**src/rtl/npc_seq_pkg.sv**
```systemverilog
package npc_seq_pkg;
  typedef logic [1:0] lvl_t;
  localparam lvl_t LVL_N = 2'd0;
  localparam lvl_t LVL_O = 2'd1;
  localparam lvl_t LVL_P = 2'd2;

  localparam int PHASES   = 3;
  localparam int VECS     = 4;
  localparam int SEGS     = 2 * VECS - 1;
  localparam int ORDERS   = 6;
  localparam int REGIONS  = ORDERS * 6;
  localparam int REGION_W = $clog2(REGIONS);
  localparam int SEG_W    = $clog2(SEGS);

  // index 0 is phase a, 2 is phase c
  typedef logic [PHASES-1:0][1:0] st3_t;

  // mirrored segment to vector map: 0..3 forward, 4..6 back down
  function automatic logic [1:0] vec_of_seg(input logic [SEG_W-1:0] s);
    logic [SEG_W-1:0] m;
    m = (s <= SEG_W'(VECS - 1)) ? s : SEG_W'(SEGS - 1) - s;
    return m[1:0];
  endfunction
endpackage

```
**src/rtl/npc_vec_lut.sv**
```systemverilog
module npc_vec_lut
  import npc_seq_pkg::*;
(
  input  logic [REGION_W-1:0]  region_i,
  output st3_t [VECS-1:0]      vec_o,
  output logic                 ok_o
);
  logic [REGION_W-1:0] base, ord;
  logic [1:0]          ph [VECS-1];
  st3_t                s0;

  always_comb begin
    ok_o = (region_i < REGION_W'(REGIONS));
    base = region_i / REGION_W'(ORDERS);
    ord  = region_i % REGION_W'(ORDERS);
    s0   = {PHASES{LVL_N}};
    case (base)
      0: s0[0] = LVL_O;
      1: begin s0[0] = LVL_O; s0[1] = LVL_O; end
      2: s0[1] = LVL_O;
      3: begin s0[1] = LVL_O; s0[2] = LVL_O; end
      4: s0[2] = LVL_O;
      5: begin s0[0] = LVL_O; s0[2] = LVL_O; end
      default: s0 = {PHASES{LVL_O}};
    endcase
    case (ord)
      0: begin ph[0] = 2'd0; ph[1] = 2'd1; ph[2] = 2'd2; end
      1: begin ph[0] = 2'd0; ph[1] = 2'd2; ph[2] = 2'd1; end
      2: begin ph[0] = 2'd1; ph[1] = 2'd0; ph[2] = 2'd2; end
      3: begin ph[0] = 2'd1; ph[1] = 2'd2; ph[2] = 2'd0; end
      4: begin ph[0] = 2'd2; ph[1] = 2'd0; ph[2] = 2'd1; end
      default: begin ph[0] = 2'd2; ph[1] = 2'd1; ph[2] = 2'd0; end
    endcase
  end

  assign vec_o[0] = s0;

  // each later vector raises one phase by one level
  for (genvar v = 1; v < VECS; v++) begin : g_raise
    st3_t nxt;
    always_comb begin
      nxt = vec_o[v-1];
      for (int p = 0; p < PHASES; p++)
        if (ph[v-1] == 2'(p)) nxt[p] = nxt[p] + 2'd1;
    end
    assign vec_o[v] = nxt;
  end
endmodule

```
**src/rtl/npc_seg_pick.sv**
```systemverilog
module npc_seg_pick
  import npc_seq_pkg::*;
#(
  parameter int DW = 10
) (
  input  logic              from_start_i,
  input  logic [SEG_W-1:0]  cur_i,
  input  logic [4*DW-1:0]   dwell_i,
  output logic              found_o,
  output logic [SEG_W-1:0]  seg_o,
  output logic [DW:0]       dur_o
);
  // middle segment merges both halves, so its time doubles
  function automatic logic [DW:0] dur_of(input int s, input logic [4*DW-1:0] dw);
    int         idx;
    logic [DW-1:0] t;
    idx = (s < VECS) ? s : (SEGS - 1 - s);
    t   = dw[idx*DW +: DW];
    return (s == VECS - 1) ? {t, 1'b0} : {1'b0, t};
  endfunction

  always_comb begin
    found_o = 1'b0;
    seg_o   = '0;
    dur_o   = '0;
    for (int s = 0; s < SEGS; s++) begin
      if (!found_o && (from_start_i || SEG_W'(s) > cur_i) &&
          dur_of(s, dwell_i) != '0) begin
        found_o = 1'b1;
        seg_o   = SEG_W'(s);
        dur_o   = dur_of(s, dwell_i);
      end
    end
  end
endmodule

```
**src/rtl/npc_step_mon.sv**
```systemverilog
module npc_step_mon
  import npc_seq_pkg::*;
(
  input  st3_t prev_i,
  input  st3_t next_i,
  output logic bad_o
);
  int   nchg;
  logic big;

  always_comb begin
    nchg = 0;
    big  = 1'b0;
    for (int p = 0; p < PHASES; p++) begin
      if (prev_i[p] != next_i[p]) nchg = nchg + 1;
      if ((prev_i[p] > next_i[p] ? prev_i[p] - next_i[p]
                                 : next_i[p] - prev_i[p]) > 2'd1)
        big = 1'b1;
    end
    bad_o = (nchg > 1) || big;
  end
endmodule

```
**src/rtl/npc_seq_gen.sv**
```systemverilog
module npc_seq_gen
  import npc_seq_pkg::*;
#(
  parameter int DWELL_W = 10
) (
  input  logic                   clk,
  input  logic                   rst_n,
  input  logic                   cmd_valid,
  output logic                   cmd_ready,
  input  logic [REGION_W-1:0]    cmd_region,
  input  logic [4*DWELL_W-1:0]   cmd_dwell,
  output logic [1:0]             lvl_a,
  output logic [1:0]             lvl_b,
  output logic [1:0]             lvl_c,
  output logic [SEG_W-1:0]       seg_idx,
  output logic                   step_err
);
  localparam int CNT_W = DWELL_W + 1;

  logic                 busy_q;
  logic [SEG_W-1:0]     seg_q;
  logic [CNT_W-1:0]     cnt_q;
  st3_t                 out_q;
  logic                 err_q;
  st3_t [VECS-1:0]      vec_q;
  logic [4*DWELL_W-1:0] dwell_q;

  st3_t [VECS-1:0]      vec_new;
  logic                 rgn_ok;
  logic                 st_found, nx_found;
  logic [SEG_W-1:0]     st_seg, nx_seg;
  logic [CNT_W-1:0]     st_dur, nx_dur;
  st3_t                 nx_vec;
  logic                 nx_bad;
  logic                 last_cycle, take, take_ok;

  npc_vec_lut u_lut (
    .region_i (cmd_region),
    .vec_o    (vec_new),
    .ok_o     (rgn_ok)
  );

  npc_seg_pick #(.DW(DWELL_W)) u_pick_start (
    .from_start_i (1'b1),
    .cur_i        ('0),
    .dwell_i      (cmd_dwell),
    .found_o      (st_found),
    .seg_o        (st_seg),
    .dur_o        (st_dur)
  );

  npc_seg_pick #(.DW(DWELL_W)) u_pick_next (
    .from_start_i (1'b0),
    .cur_i        (seg_q),
    .dwell_i      (dwell_q),
    .found_o      (nx_found),
    .seg_o        (nx_seg),
    .dur_o        (nx_dur)
  );

  assign nx_vec = vec_q[vec_of_seg(nx_seg)];

  npc_step_mon u_mon (
    .prev_i (out_q),
    .next_i (nx_vec),
    .bad_o  (nx_bad)
  );

  assign last_cycle = busy_q && (cnt_q == '0) && !nx_found;
  assign cmd_ready  = !busy_q || last_cycle;
  assign take       = cmd_valid && cmd_ready;
  assign take_ok    = take && rgn_ok;

  always_ff @(posedge clk) begin
    if (!rst_n) begin
      busy_q  <= 1'b0;
      seg_q   <= '0;
      cnt_q   <= '0;
      out_q   <= {PHASES{LVL_O}};
      err_q   <= 1'b0;
      vec_q   <= '0;
      dwell_q <= '0;
    end else begin
      err_q <= 1'b0;
      if (take_ok) begin
        vec_q   <= vec_new;
        dwell_q <= cmd_dwell;
        busy_q  <= st_found;
        if (st_found) begin
          seg_q <= st_seg;
          cnt_q <= st_dur - CNT_W'(1);
          out_q <= vec_new[vec_of_seg(st_seg)];
        end
      end else if (busy_q) begin
        if (cnt_q != '0) begin
          cnt_q <= cnt_q - CNT_W'(1);
        end else if (nx_found) begin
          seg_q <= nx_seg;
          cnt_q <= nx_dur - CNT_W'(1);
          out_q <= nx_vec;
          err_q <= nx_bad;
        end else begin
          busy_q <= 1'b0;
        end
      end
    end
  end

  assign lvl_a    = out_q[0];
  assign lvl_b    = out_q[1];
  assign lvl_c    = out_q[2];
  assign seg_idx  = seg_q;
  assign step_err = err_q;
endmodule

```
**config.mk**
```make
export PLATFORM = sky130hd
export DESIGN_NAME = npc_seq_gen
export DESIGN_NICKNAME = d
export VERILOG_FILES = /design/src/rtl/npc_seq_pkg.sv /design/src/rtl/npc_vec_lut.sv /design/src/rtl/npc_seg_pick.sv /design/src/rtl/npc_step_mon.sv /design/src/rtl/npc_seq_gen.sv
export SDC_FILE = /design/constraint.sdc
export NUM_CORES = 1
export LEC_CHECK = 0
export BUFFER_PORTS_ARGS = -buffer_cell sky130_fd_sc_hd__buf_2
export CELL_PAD_IN_SITES_DETAIL_PLACEMENT = 1
export CELL_PAD_IN_SITES_GLOBAL_PLACEMENT = 2
export CORE_MARGIN = 1.5
export CORE_UTILIZATION = 35
export CTS_CLUSTER_DIAMETER = 80
export CTS_CLUSTER_SIZE = 8
export DETAILED_ROUTE_END_ITERATION = 7
export PLACE_DENSITY = 0.81
export RECOVER_POWER = 50
export SKIP_LAST_GASP = 1
export SLEW_MARGIN = 20
export SYNTH_ARGS = -nofsm -noshare
export SYNTH_HDL_FRONTEND = slang
export SYNTH_HIERARCHICAL = 1
export SYNTH_SLANG_ARGS = --single-unit
```
**constraint.sdc**
```tcl
create_clock -name clk -period 8.8 [get_ports clk]
set_input_delay 1.32 -clock clk [delete_from_list [all_inputs] [get_ports clk]]
set_output_delay 1.32 -clock clk [all_outputs]
set_load 0.005 [all_outputs]
```
==> flow_summary.json <==
{
  "io_buffer_count": 59,
  "hp-class": "flop to flop",
  "die_x_um": 149.4,
  "totalPowerFinal_mw": 1.591,
  "post_cts_buffers": 0,
  "hpwlAfterDp_mm": 19.23,
  "synthesis.area_um2": 7505,
  "grt_setup_unrepaired": "false",
  "setup_slack_ns": 2.661,
  "async_reset_ff_share_pct": 0,
  "clock_sinks": 86,
  "path_clk_slew_ns": 0.06,
  "htree_levels": 3,
  "vias": 7349,
  "fp-row-count": 53,
  "clock_skew_ns": 0.01086,
  "grt_usage_pct": 23.03,
  "synth_ff_type": "dfxtp_1",
  "dp_cells": 1273,
  "finalHoldViolations": 0,
  "fillers": 2625,
  "die_h_um": 149.4,
  "netlist_instances": 961,
  "drt-wirelength-per-cell_um": 19.44,
  "worstPathMaxFanout": 76,
  "maxCapViolations": 1,
  "ir_worst_vdd_mv": 0.07558,
  "seqCellArea_um2": 1722,
  "io_pins": 60,
  "dr.pass1.iters": 5,
  "p_leak_nw": 3.110,
  "hold_ws_ns": 0.4646,
  "cts_inserted_buffers": 9,
  "gp_congestion": 0.8659,
  "synth.distinct_cells": 98,
  "cts_tree": "done",
  "start_kind": "flop",
  "synth_edf_count": 0,
  "violations": "max-capacitance violations, max-slew violations",
  "grt_pass1_wl_mm": 40.36,
  "cts_resized": 0,
  "antenna_cells": 0,
  "hold_buffers": 0,
  "path_class": "flop to flop",
  "yosysSeqAreaShare_pct": 22.94,
  "fin_cells": 1289,
  "area_delta_synth_final_pct": 9.536,
  "grt_pass1_vias": 7175,
  "clock-root-buffer": "clkbuf_16",
  "placed_area_um2": 7955,
  "setup_viol": 0,
  "final_core_util_pct": 39.10,
  "max_slew_margin_pct": -127.9,
  "end_kind": "flop",
  "initial_core_util_pct": 35.70,
  "cp.required_ns": 9.01,
  "fin_crit_sh_pct": 69.76,
  "grt_overflow": 0,
  "worstMarginPinSlew_ns": 3.419,
  "grt_max_degree": 92,
  "antenna_found_initial": 0,
  "die-area_um2": 22330,
  "drt_wl_total_mm": 25.06,
  "drc": 0,
  "final.setup.tns_ns": 0,
  "multi_input_area_um2": 5379,
  "critPathArrivalTime_ns": 6.35,
  "design_area_um2": 8220,
  "layout.nets": 1084,
  "outcome": "finished with violations",
  "place_ws_ns": 2.805,
  "report.final.slew_viol_count": 77,
  "yosys_warnings": 6,
  "period_needed_ns": 6.139,
  "synth_seq_cells": 86,
  "cts.path.max_buffers": 2,
  "drt.antenna.violating_nets": 0,
  "avgSynthCellArea_um2": 7.809,
  "vias_per_cell": 5.701,
  "p_per_area_nw_per_um2": 193.6,
  "core_um2": 21020,
  "drive_gt1_share_pct": 13.61,
  "worstSkewPairLatency_ns": 0.36,
  "fmax_mhz": 162.9,
  "first_iter_violations": 442
}
flip-flops by register name, summed over array words and instances, names as in the netlist:
signal    cells
lvl_a         2
step_err      1
busy_q        1
lvl_c         2
cnt_q        11
vec_q        24
seg_idx       3
dwell_q      40
lvl_b         2
cell usage in the layout (no fill, tap or decap), types with 5 or more instances in the layout:
master     instances
nand2_1          213
dfxtp_1           86
a21boi_0          63
buf_2             53
nor2_1            51
inv_1             36
a21oi_1           35
o21ai_0           33
conb_1            33
nand3_1           30
ha_1              23
nor4_1            21
o22ai_1           18
o211ai_1          14
a221o_1           14
xnor2_1           13
mux4_2            12
nor3_1            11
o211a_1            9
clkbuf_16          9
clkbuf_1           9
a311oi_1           9
a22oi_1            8
nand2b_1           8
xor2_1             8
a31oi_1            8
o21ai_1            8
nand3b_1           7
a21o_1             7
or2_1              7
or3_1              6
a31o_2             6
nor2b_1            5
nand4_1            5
a32o_1             5
buf_4              5
mux2i_1            5
final timing paths:
| path | slack, ns | cells after the start | to | from |
|---|---|---|---|---|
| max | 2.66 | 11 | cnt_q[6] | seg_idx[0] |
| min | 0.46 | 2 | vec_q[17] | vec_q[17] |
| max reg2reg | 2.66 | 11 | cnt_q[6] | seg_idx[0] |
| min reg2reg | 0.46 | 2 | vec_q[17] | vec_q[17] |
cells in the mapped netlist, types with 5 or more instances:
library cell / count / area, um2
a21boi_0: 40 / 300.3
a21boi_1: 27 / 202.7
a21o_1: 7 / 52.55
a21oi_1: 35 / 175.2
a221o_1: 14 / 140.1
a22oi_1: 8 / 60.06
a311oi_1: 9 / 78.83
a31o_2: 6 / 52.55
a31oi_1: 8 / 50.05
a32o_1: 5 / 50.05
and2_1: 5 / 31.28
buf_2: 16 / 80.08
buf_4: 10 / 75.07
buf_6: 7 / 78.83
clkbuf_1: 23 / 86.33
dfxtp_1: 86 / 1722
ha_1: 23 / 287.8
inv_1: 36 / 135.1
mux2i_1: 5 / 50.05
mux4_2: 12 / 270.3
nand2_1: 213 / 799.5
nand2b_1: 8 / 50.05
nand3_1: 30 / 150.1
nand3b_1: 7 / 52.55
nor2_1: 51 / 191.4
nor2b_1: 5 / 31.28
nor3_1: 11 / 55.05
nor4_1: 21 / 131.4
o211a_1: 9 / 90.09
o211ai_1: 14 / 105.1
o21ai_0: 33 / 165.2
o21ai_1: 8 / 40.04
o22ai_1: 18 / 112.6
or2_1: 7 / 43.79
or3_1: 6 / 37.54
xnor2_1: 13 / 113.9
xor2_1: 8 / 70.07
worst max-delay path, cell delays in order (launching register included):
cell,delay (ns)
dfxtp_1,0.38
or3_1,0.43
a32o_1,0.44
nand4_1,0.55
a221o_1,0.34
o41ai_4,0.11
clkbuf_1,0.21
nand3_1,0.15
clkbuf_1,2.42
nor2_1,0.46
nand3_1,0.38
o211ai_1,0.13
per-layer routing:
| layer | part of all wire [%] | vias up | track usage, % |
|---|---|---|---|
| met4 | 2.3 | 0 | 7.822 |
| li1 | - | 3596 | - |
| met3 | 4.1 | 39 | 3.171 |
| met5 | 0 | - | 0 |
| met2 | 42 | 157 | 33.27 |
| met1 | 51 | 3557 | 34.56 |
final cells by class:
| type | count | area share (%) |
|---|---|---|
| Timing Repair Buffer | 66 | 4.049 |
| Multi-Input combinational cell | 808 | 65.43 |
| Sequential cell | 86 | 20.94 |
| Clock buffer | 10 | 2.785 |
| Tap cell | 275 | 4.186 |
| Clock inverter | 6 | 0.8676 |
| Inverter | 38 | 1.735 |
report_power, final:
| part | internal [mW] | total (mW) | leakage, nW | switching [mW] |
|---|---|---|---|---|
| Clock | 0.222 | 0.396 | 0.139 | 0.174 |
| Sequential | 0.427 | 0.468 | 0.705 | 0.0407 |
| Combinational | 0.298 | 0.728 | 2.27 | 0.429 |
logic make-up (layout without fill, tap and decap cells):
| kind of cell | count (synthesis) | count (layout) | share of synthesized area [%] |
|---|---|---|---|
| xor+xnor | 22 | 22 | 2.818 |
| fa+ha+maj | 26 | 26 | 4.635 |
| buf+inv | 97 | 120 | 6.702 |
| compound gates | 301 | 301 | 31.61 |
| flops | 86 | 86 | 22.94 |
| simple gates | 408 | 408 | 26.73 |
| mux | 18 | 18 | 4.418 |
| other cells | 3 | 33 | 0.1500 |
(Power assumes the default switching activity.)
